$ cat src/rtl/adc_sout_pkg.sv
package adc_sout_pkg;

    localparam int DEF_RES_W      = 14;
    localparam int DEF_FRAME_W    = 16;
    localparam int DEF_CONV_TICKS = 16;

    typedef enum logic {
        XFER_DURING = 1'b0,
        XFER_AFTER  = 1'b1
    } xfer_mode_e;

    typedef struct packed {
        logic rise;
        logic fall;
    } edge_evt_t;

    function automatic int cnt_width(input int n);
        return (n > 1) ? $clog2(n) : 1;
    endfunction

endpackage

$ cat src/rtl/adc_sout_edge.sv
module adc_sout_edge
    import adc_sout_pkg::*;
(
    input  logic      clk,
    input  logic      rst,
    input  logic      din,
    output edge_evt_t evt
);

    logic level_q;

    always_ff @(posedge clk) begin
        if (rst) level_q <= 1'b0;
        else     level_q <= din;
    end

    assign evt.rise = din & ~level_q;
    assign evt.fall = ~din & level_q;

endmodule

$ cat src/rtl/adc_sout_conv_timer.sv
module adc_sout_conv_timer
    import adc_sout_pkg::*;
#(
    parameter int RES_W      = DEF_RES_W,
    parameter int CONV_TICKS = DEF_CONV_TICKS
) (
    input  logic             clk,
    input  logic             rst,
    input  logic             start_evt,
    input  logic             tick,
    input  logic [RES_W-1:0] sample_in,
    output logic             busy,
    output logic [RES_W-1:0] result
);

    localparam int               CNT_W = cnt_width(CONV_TICKS);
    localparam logic [CNT_W-1:0] LAST  = CNT_W'(CONV_TICKS - 1);

    logic [CNT_W-1:0] cnt;
    logic             finish;

    assign finish = busy & tick & (cnt == LAST);

    always_ff @(posedge clk) begin
        if (rst) begin
            busy   <= 1'b0;
            cnt    <= '0;
            result <= '0;
        end else if (busy) begin
            if (finish) begin
                busy   <= 1'b0;
                cnt    <= '0;
                result <= sample_in;
            end else if (tick) begin
                cnt <= cnt + 1'b1;
            end
        end else if (start_evt) begin
            busy <= 1'b1;
            cnt  <= '0;
        end
    end

    p_start_busy_r2: assert property (@(posedge clk) disable iff (rst)
        !busy && start_evt |=> busy);

    p_wait_tick_r2: assert property (@(posedge clk) disable iff (rst)
        busy && !tick |=> busy && $stable(cnt));

    p_result_hold_r2: assert property (@(posedge clk) disable iff (rst)
        !finish |=> $stable(result));

    p_ignore_start_r3: assert property (@(posedge clk) disable iff (rst)
        busy && start_evt && !tick |=> busy && $stable(cnt));

endmodule

$ cat src/rtl/adc_sout_shifter.sv
module adc_sout_shifter
    import adc_sout_pkg::*;
#(
    parameter int RES_W   = DEF_RES_W,
    parameter int FRAME_W = DEF_FRAME_W
) (
    input  logic             clk,
    input  logic             rst,
    input  logic             rd_act,
    input  edge_evt_t        sclk_evt,
    input  logic [RES_W-1:0] result,
    output logic             dout,
    output logic             dout_oe
);

    localparam int PAD_W = FRAME_W - RES_W;

    logic [FRAME_W-1:0] sreg;
    logic [FRAME_W-1:0] frame_word;
    logic               act_q;
    logic               load;
    logic               shift;

    assign frame_word = FRAME_W'(result) << PAD_W;
    assign load       = rd_act & ~act_q;
    assign shift      = rd_act & act_q & sclk_evt.fall;

    always_ff @(posedge clk) begin
        if (rst) begin
            act_q <= 1'b0;
            sreg  <= '0;
        end else begin
            act_q <= rd_act;
            if (load)       sreg <= frame_word;
            else if (shift) sreg <= {sreg[FRAME_W-2:0], 1'b0};
        end
    end

    assign dout_oe = act_q;
    assign dout    = act_q & sreg[FRAME_W-1];

    p_open_msb_r4: assert property (@(posedge clk) disable iff (rst)
        load |=> dout_oe && (dout == $past(result[RES_W-1])));

    p_zero_tail_r5: assert property (@(posedge clk) disable iff (rst)
        act_q && rd_act && (sreg == '0) |=> (sreg == '0));

    p_oe_drop_r6: assert property (@(posedge clk) disable iff (rst)
        !rd_act |=> !dout_oe && !dout);

    p_rise_hold_r9: assert property (@(posedge clk) disable iff (rst)
        rd_act && act_q && sclk_evt.rise |=> $stable(dout));

    p_idle_hold_r10: assert property (@(posedge clk) disable iff (rst)
        !rd_act && !act_q |=> $stable(sreg));

endmodule

$ cat src/rtl/adc_serial_out.sv
module adc_serial_out
    import adc_sout_pkg::*;
#(
    parameter int RES_W      = DEF_RES_W,
    parameter int FRAME_W    = DEF_FRAME_W,
    parameter int CONV_TICKS = DEF_CONV_TICKS
) (
    input  logic             clk,
    input  logic             rst,
    input  logic             mode,
    input  logic             convst,
    input  logic             conv_tick,
    input  logic [RES_W-1:0] sample_in,
    input  logic             rd_n,
    input  logic             sclk,
    output logic             busy,
    output logic             dout,
    output logic             dout_oe
);

    xfer_mode_e       xfer_mode;
    edge_evt_t        start_evt;
    edge_evt_t        sclk_evt;
    logic [RES_W-1:0] result;
    logic             rd_act;

    assign xfer_mode = xfer_mode_e'(mode);

    adc_sout_edge u_start_edge (
        .clk (clk),
        .rst (rst),
        .din (convst),
        .evt (start_evt)
    );

    adc_sout_edge u_sclk_edge (
        .clk (clk),
        .rst (rst),
        .din (sclk),
        .evt (sclk_evt)
    );

    adc_sout_conv_timer #(
        .RES_W      (RES_W),
        .CONV_TICKS (CONV_TICKS)
    ) u_timer (
        .clk       (clk),
        .rst       (rst),
        .start_evt (start_evt.rise),
        .tick      (conv_tick),
        .sample_in (sample_in),
        .busy      (busy),
        .result    (result)
    );

    always_comb begin
        case (xfer_mode)
            XFER_DURING: rd_act = busy;
            default:     rd_act = ~rd_n;
        endcase
    end

    adc_sout_shifter #(
        .RES_W   (RES_W),
        .FRAME_W (FRAME_W)
    ) u_shift (
        .clk      (clk),
        .rst      (rst),
        .rd_act   (rd_act),
        .sclk_evt (sclk_evt),
        .result   (result),
        .dout     (dout),
        .dout_oe  (dout_oe)
    );

    p_window_busy_r7: assert property (@(posedge clk) disable iff (rst)
        (xfer_mode == XFER_DURING) && $stable(mode) && $fell(busy) |=> !dout_oe);

endmodule

$ cat config.mk
export PLATFORM = sky130hd
export DESIGN_NAME = adc_serial_out
export DESIGN_NICKNAME = d
export VERILOG_FILES = /design/src/rtl/adc_sout_pkg.sv /design/src/rtl/adc_sout_edge.sv /design/src/rtl/adc_sout_conv_timer.sv /design/src/rtl/adc_sout_shifter.sv /design/src/rtl/adc_serial_out.sv
export SDC_FILE = /design/constraint.sdc
export NUM_CORES = 1
export LEC_CHECK = 0
export ABC_CLOCK_PERIOD_IN_PS = 3000
export BUFFER_PORTS_ARGS = -buffer_cell sky130_fd_sc_hd__buf_2
export CAP_MARGIN = 20
export CORE_MARGIN = 3
export CORE_UTILIZATION = 40
export DETAILED_ROUTE_END_ITERATION = 6
export GPL_TIMING_DRIVEN = 0
export PLACE_DENSITY_LB_ADDON = 0.2
export SYNTH_ARGS = -nofsm -noshare
export SYNTH_HDL_FRONTEND = slang
export SYNTH_SLANG_ARGS = --single-unit
$ cat constraint.sdc
create_clock -name clk -period 3 [get_ports clk]
set_input_delay 0.6 -clock clk [delete_from_list [all_inputs] [get_ports clk]]
set_output_delay 0.6 -clock clk [all_outputs]
set_load 0.01 [all_outputs]
## Word-level counts from Yosys, hierarchy flattened

Cells that the tools add are included.

- Muxes and demuxes: 10
- $add $sub $neg: 1
- Bitwise logic cells: 12
- Equal/unequal tests: 2
- Reduce and logical (&&, ||, !) cells: 4

Operators by type and width:

| operator | number |
|---|---|
| two-way mux 16 bit | 2 |
| two-way mux 4 bit | 4 |
| bitwise AND 1 bit | 8 |
| adder 4 x 1 -> 4 bit (second input constant) | 1 |
| equality test 4 bit (second input constant) | 1 |
| two-way mux 1 bit | 4 |
| NOT 1 bit | 4 |
| AND reduction 2 bit | 2 |
| nonzero test 2 bit | 2 |
| != test 3 bit (second input constant) | 1 |

- Input port bits: 21
- Logic and storage cells: 36
- Bits in registers: 36
- Output and inout bits: 3

## Logic depth before layout (Yosys ltp)

- Word-level depth: 6
- Mapped depth: 5
- Mapped depth without buffers: 4

## Cells and area by module

Synthesis repeated with hierarchy kept, for this count alone.

- Cell total of the unflattened synthesis: 171
- Area total of the unflattened synthesis: 1,587.8 µm²

Modules (own cells, without submodules):

| module | cells an instance | times used | area each (µm²) |
|---|---|---|---|
| adc_sout_conv_timer | 93 | 1 | 807.0 |
| adc_sout_shifter | 68 | 1 | 689.4 |
| adc_sout_edge | 4 | 2 | 38.8 |
| adc_serial_out | 2 | 1 | 13.8 |

## Worst setup path after synthesis

Ideal clock, no wire load.

- Kind: register to output
- Start: reg u_shift.act_q (netlist: u_shift.dout_oe)
- End: out dout
- Cell stages (with the launch flop): 4
- Required time: 2,400 ps
- Setup slack: 1,456 ps
- Arrival: 944 ps
- Cell sequence: dfxtp_1 > buf_2 > buf_2 > and2_1

- Longest elaborated chain between the ends: 1

Ends and longest elaborated chain:

| item | line | RTL |
|---|---|---|
| from (decl) | adc_sout_shifter.sv:20 | `logic act_q;` |
| from (signal assigned) | adc_sout_shifter.sv:33 | `act_q <= rd_act;` |
| bitwise AND 1 bit | adc_sout_shifter.sv:40 | `assign dout = act_q & sreg[FRAME_W-1];` |
| to (decl) | adc_serial_out.sv:17 | `output logic dout,` |

No other way between the ends.

## Worst setup path after layout

Ends and elaborated chain as after synthesis.

==> impl_metrics.toml <==
[outcome]
status = "finished clean"

[critical_path]
required_ns = 2.40
slowest_delay_ns = 0.32
cp-end-kind = "output port"
cp.arrival_ns = 1.38
crit_buf_inv = 3
r2r_start = "u_timer.cnt[0]$_SDFFE_PP0P_"
crit_type = "register to output port"
path_cells = "buf_2, buf_2, and2_1, buf_2"
crit_top_cell = "buf_2"
rrSetupSlack_ns = 1.44
cp_max_fo = 10
slowest_stage = "dfxtp_1"
cp-start-kind = "register"
timing.rr.end = "u_timer.result[11]$_SDFFE_PP0P_"
reg2regPathDepth = 5
critPathTopFamily = "buffers and inverters"

[timing]
holdWs_ns = 0.454
fin_crit_sh_pct = 65.9
setup_viol = 0
min_period_ns = 1.98
skew_ns = 0.00302
hold_violations = 0
rsz0062_at_grt = "false"
fin_setup_tns_ns = 0
slew_violations = 0
max_freq_mhz = 505
slew-limit-headroom_pct = 66.4
tightest_slew_ns = 0.504
setup_ws_ns = 1.02

[power_and_ir_drop]
comb_power_share_pct = 9.6
vdd_drop_max_uv = 253
cellLeakagePower_nw = 0.781
pwr-share-clk_pct = 37.6
power.density_nw_per_um2 = 485
power.net_switching_uw = 212
internal_power_uw = 713
power_frac_seq_pct = 52.8
total_power_uw = 924
sw_frac_of_total_pct = 22.9

[drt]
viasPerCell = 4.96
routedWlPerCell_um = 12.8
drt_iter0_markers = 37
firstDrtPassIters = 4
detail-route-antenna-nets = 0
drcViolationCount = 0
drt_wl_total_mm = 3.26
via_count = 1265

[cts]
holdBufCountCts = 0
cts-root-buf = "clkbuf_8"
clk_pin_slew_worst_paths_ns = 0.07
cts_buffers = 5
clock-sinks = 36
clkLatencyLatePin_ns = 0.28
cts_resized = 0
cts_tree = "built"
cts_max_path_buffers = 2
cts_setup_buffers = 0
htreeDepth = 2

[logic_synthesis]
yosys-top-cells-area = "dfxtp_1, mux2i_1, nand2_1"
yosysTopAreaCell = "dfxtp_1"
ys_async_sr_fraction_pct = 0
syn_area_um2 = 1640
ys_seq_elements = 36
ys_types = 26
syn_avg_cell_area_um2 = 9.33
ys_warn_count = 0
synthFlopType = "dfxtp_1"
synth_top_area_share_pct = 43.9
yosysSeqAreaShare_pct = 43.9
synth_edf_count = 0
syn_nets = 198
syn_inst = 176

[floorplan]
num_rows = 22
start_util_pct = 43.2
coreArea_um2 = 3800
die_area_um2 = 4910
ios = 24
die_w_um = 70.1
dieHeight_um = 70.1

[global_routing]
grt_start_max_net_pins = 11
grtUsageTotal_pct = 14.3
antenna_found_initial = 0
use_met1_pct = 15.6
grt.met2_usage_pct = 26.5
grt_pass1_wl_mm = 5.63
overflow = 0
top_usage_layer = "met2"
met3_usage_pct = 3.60
grt_pass1_vias = 1300

[worst_hold_path]
min_from = "u_timer.result[0]$_SDFFE_PP0P_"
whs_endpoint = "u_timer.result[0]$_SDFFE_PP0P_"
hold_path.class = "register to register"
hold_path_depth = 2

[placed_design]
dp_hpwl_mm = 2.33
place_congestion = 0.763
pre_cts_ws_ns = 1.18
port_buffers = 23

[run]
maxCapViolations = 0

[finish]
num-nets-final = 228
syn_to_final_growth_pct = 16.2
diodes = 0
final_cell_mix = "nand2_1, dfxtp_1, buf_2, mux2i_1, mux2_2"
final_common_cell = "nand2_1"
post_route_cells_drive_above_1_share_pct = 25.6
fill_cells = 373
[synthesized netlist by cell type (3+ instances only)]
master and number:
nand2_1 58, nor2b_1 4, o21ai_0 3, mux2_2 14, mux2i_1 27, buf_2 4, dfxtp_1 36, clkbuf_1 4
[cell type report]
class,count,area (um^2),area share (%)
repair buffers,23,115,6.04
flip-flops and latches,36,721,37.8
well taps,48,60.1,3.15
plain buffers,11,77.6,4.07
multi-input cells,127,836,43.8
clock buffers,8,90.1,4.72
inverters,2,7.51,0.394
[sequential cells by signal (all words and copies together), names as in the netlist]
name and count:
u_shift.sreg 14, u_timer.result 14, u_timer.cnt 4, u_sclk_edge.level_q 1, u_shift.dout_oe 1, u_start_edge.level_q 1, u_timer.busy 1
[through the flow]
stage	area, um^2	util (%)	cells
5_1_grt	1910	50.2	255
3_3_place_gp	1820	47.8	247
2_1_floorplan	1640	-	176
3_5_place_dp	1820	47.8	247
4_1_cts	1910	50.2	255
6_report	1910	50.2	255
[metal layers]
layer  share of wire (%)  routed length (um)
met1                  43                1410
met2                  52                1690
met3                 3.7                 122
met4                 1.2                  40
met5                   0                   0
[logic make-up after synthesis]
group | after synthesis | synth area share (%)
simple gates | 73 | 18.8
mux | 41 | 26.1
flops | 36 | 43.9
buf+inv | 13 | 5.18
compound gates | 10 | 4.27
xor+xnor | 2 | 1.07
fa+ha+maj | 1 | 0.762
[worst register-to-register path, delay by kind of cell, from the launching register on]
family	cells	cell delay, ns
flops	1	0.39
simple gates	2	0.49
buf+inv	1	0.23
fa+ha+maj	1	0.19
mux	1	0.20
[worst max path at each step]
stage | from | to | slack (ns) | depth (start not counted)
3_5_place_dp | rst | u_shift.sreg[4]$_SDFFE_PP0P_ | 1.18 | 6
4_1_cts | u_shift.dout_oe$_SDFF_PP0_ | dout | 1.00 | 4
3_3_place_gp | rst | u_shift.sreg[6]$_SDFFE_PP0P_ | 1.23 | 6
2_1_floorplan | u_shift.dout_oe$_SDFF_PP0_ | dout | 1.46 | 3
6_report | u_shift.dout_oe$_SDFF_PP0_ | dout | 1.02 | 4
5_1_grt | u_shift.dout_oe$_SDFF_PP0_ | dout | 0.94 | 4
[power groups by stage]
stage,sequential (mW),clock (mW),combinational (mW)
4_1_cts,0.488,0.360,0.0899
6_report,0.488,0.348,0.0889
3_5_place_dp,0.499,0,0.0894
5_1_grt,0.488,0.383,0.0967
2_1_floorplan,0.499,0,0.0584
3_3_place_gp,0.499,0,0.0877
Power figures use the tool's default switching activity.
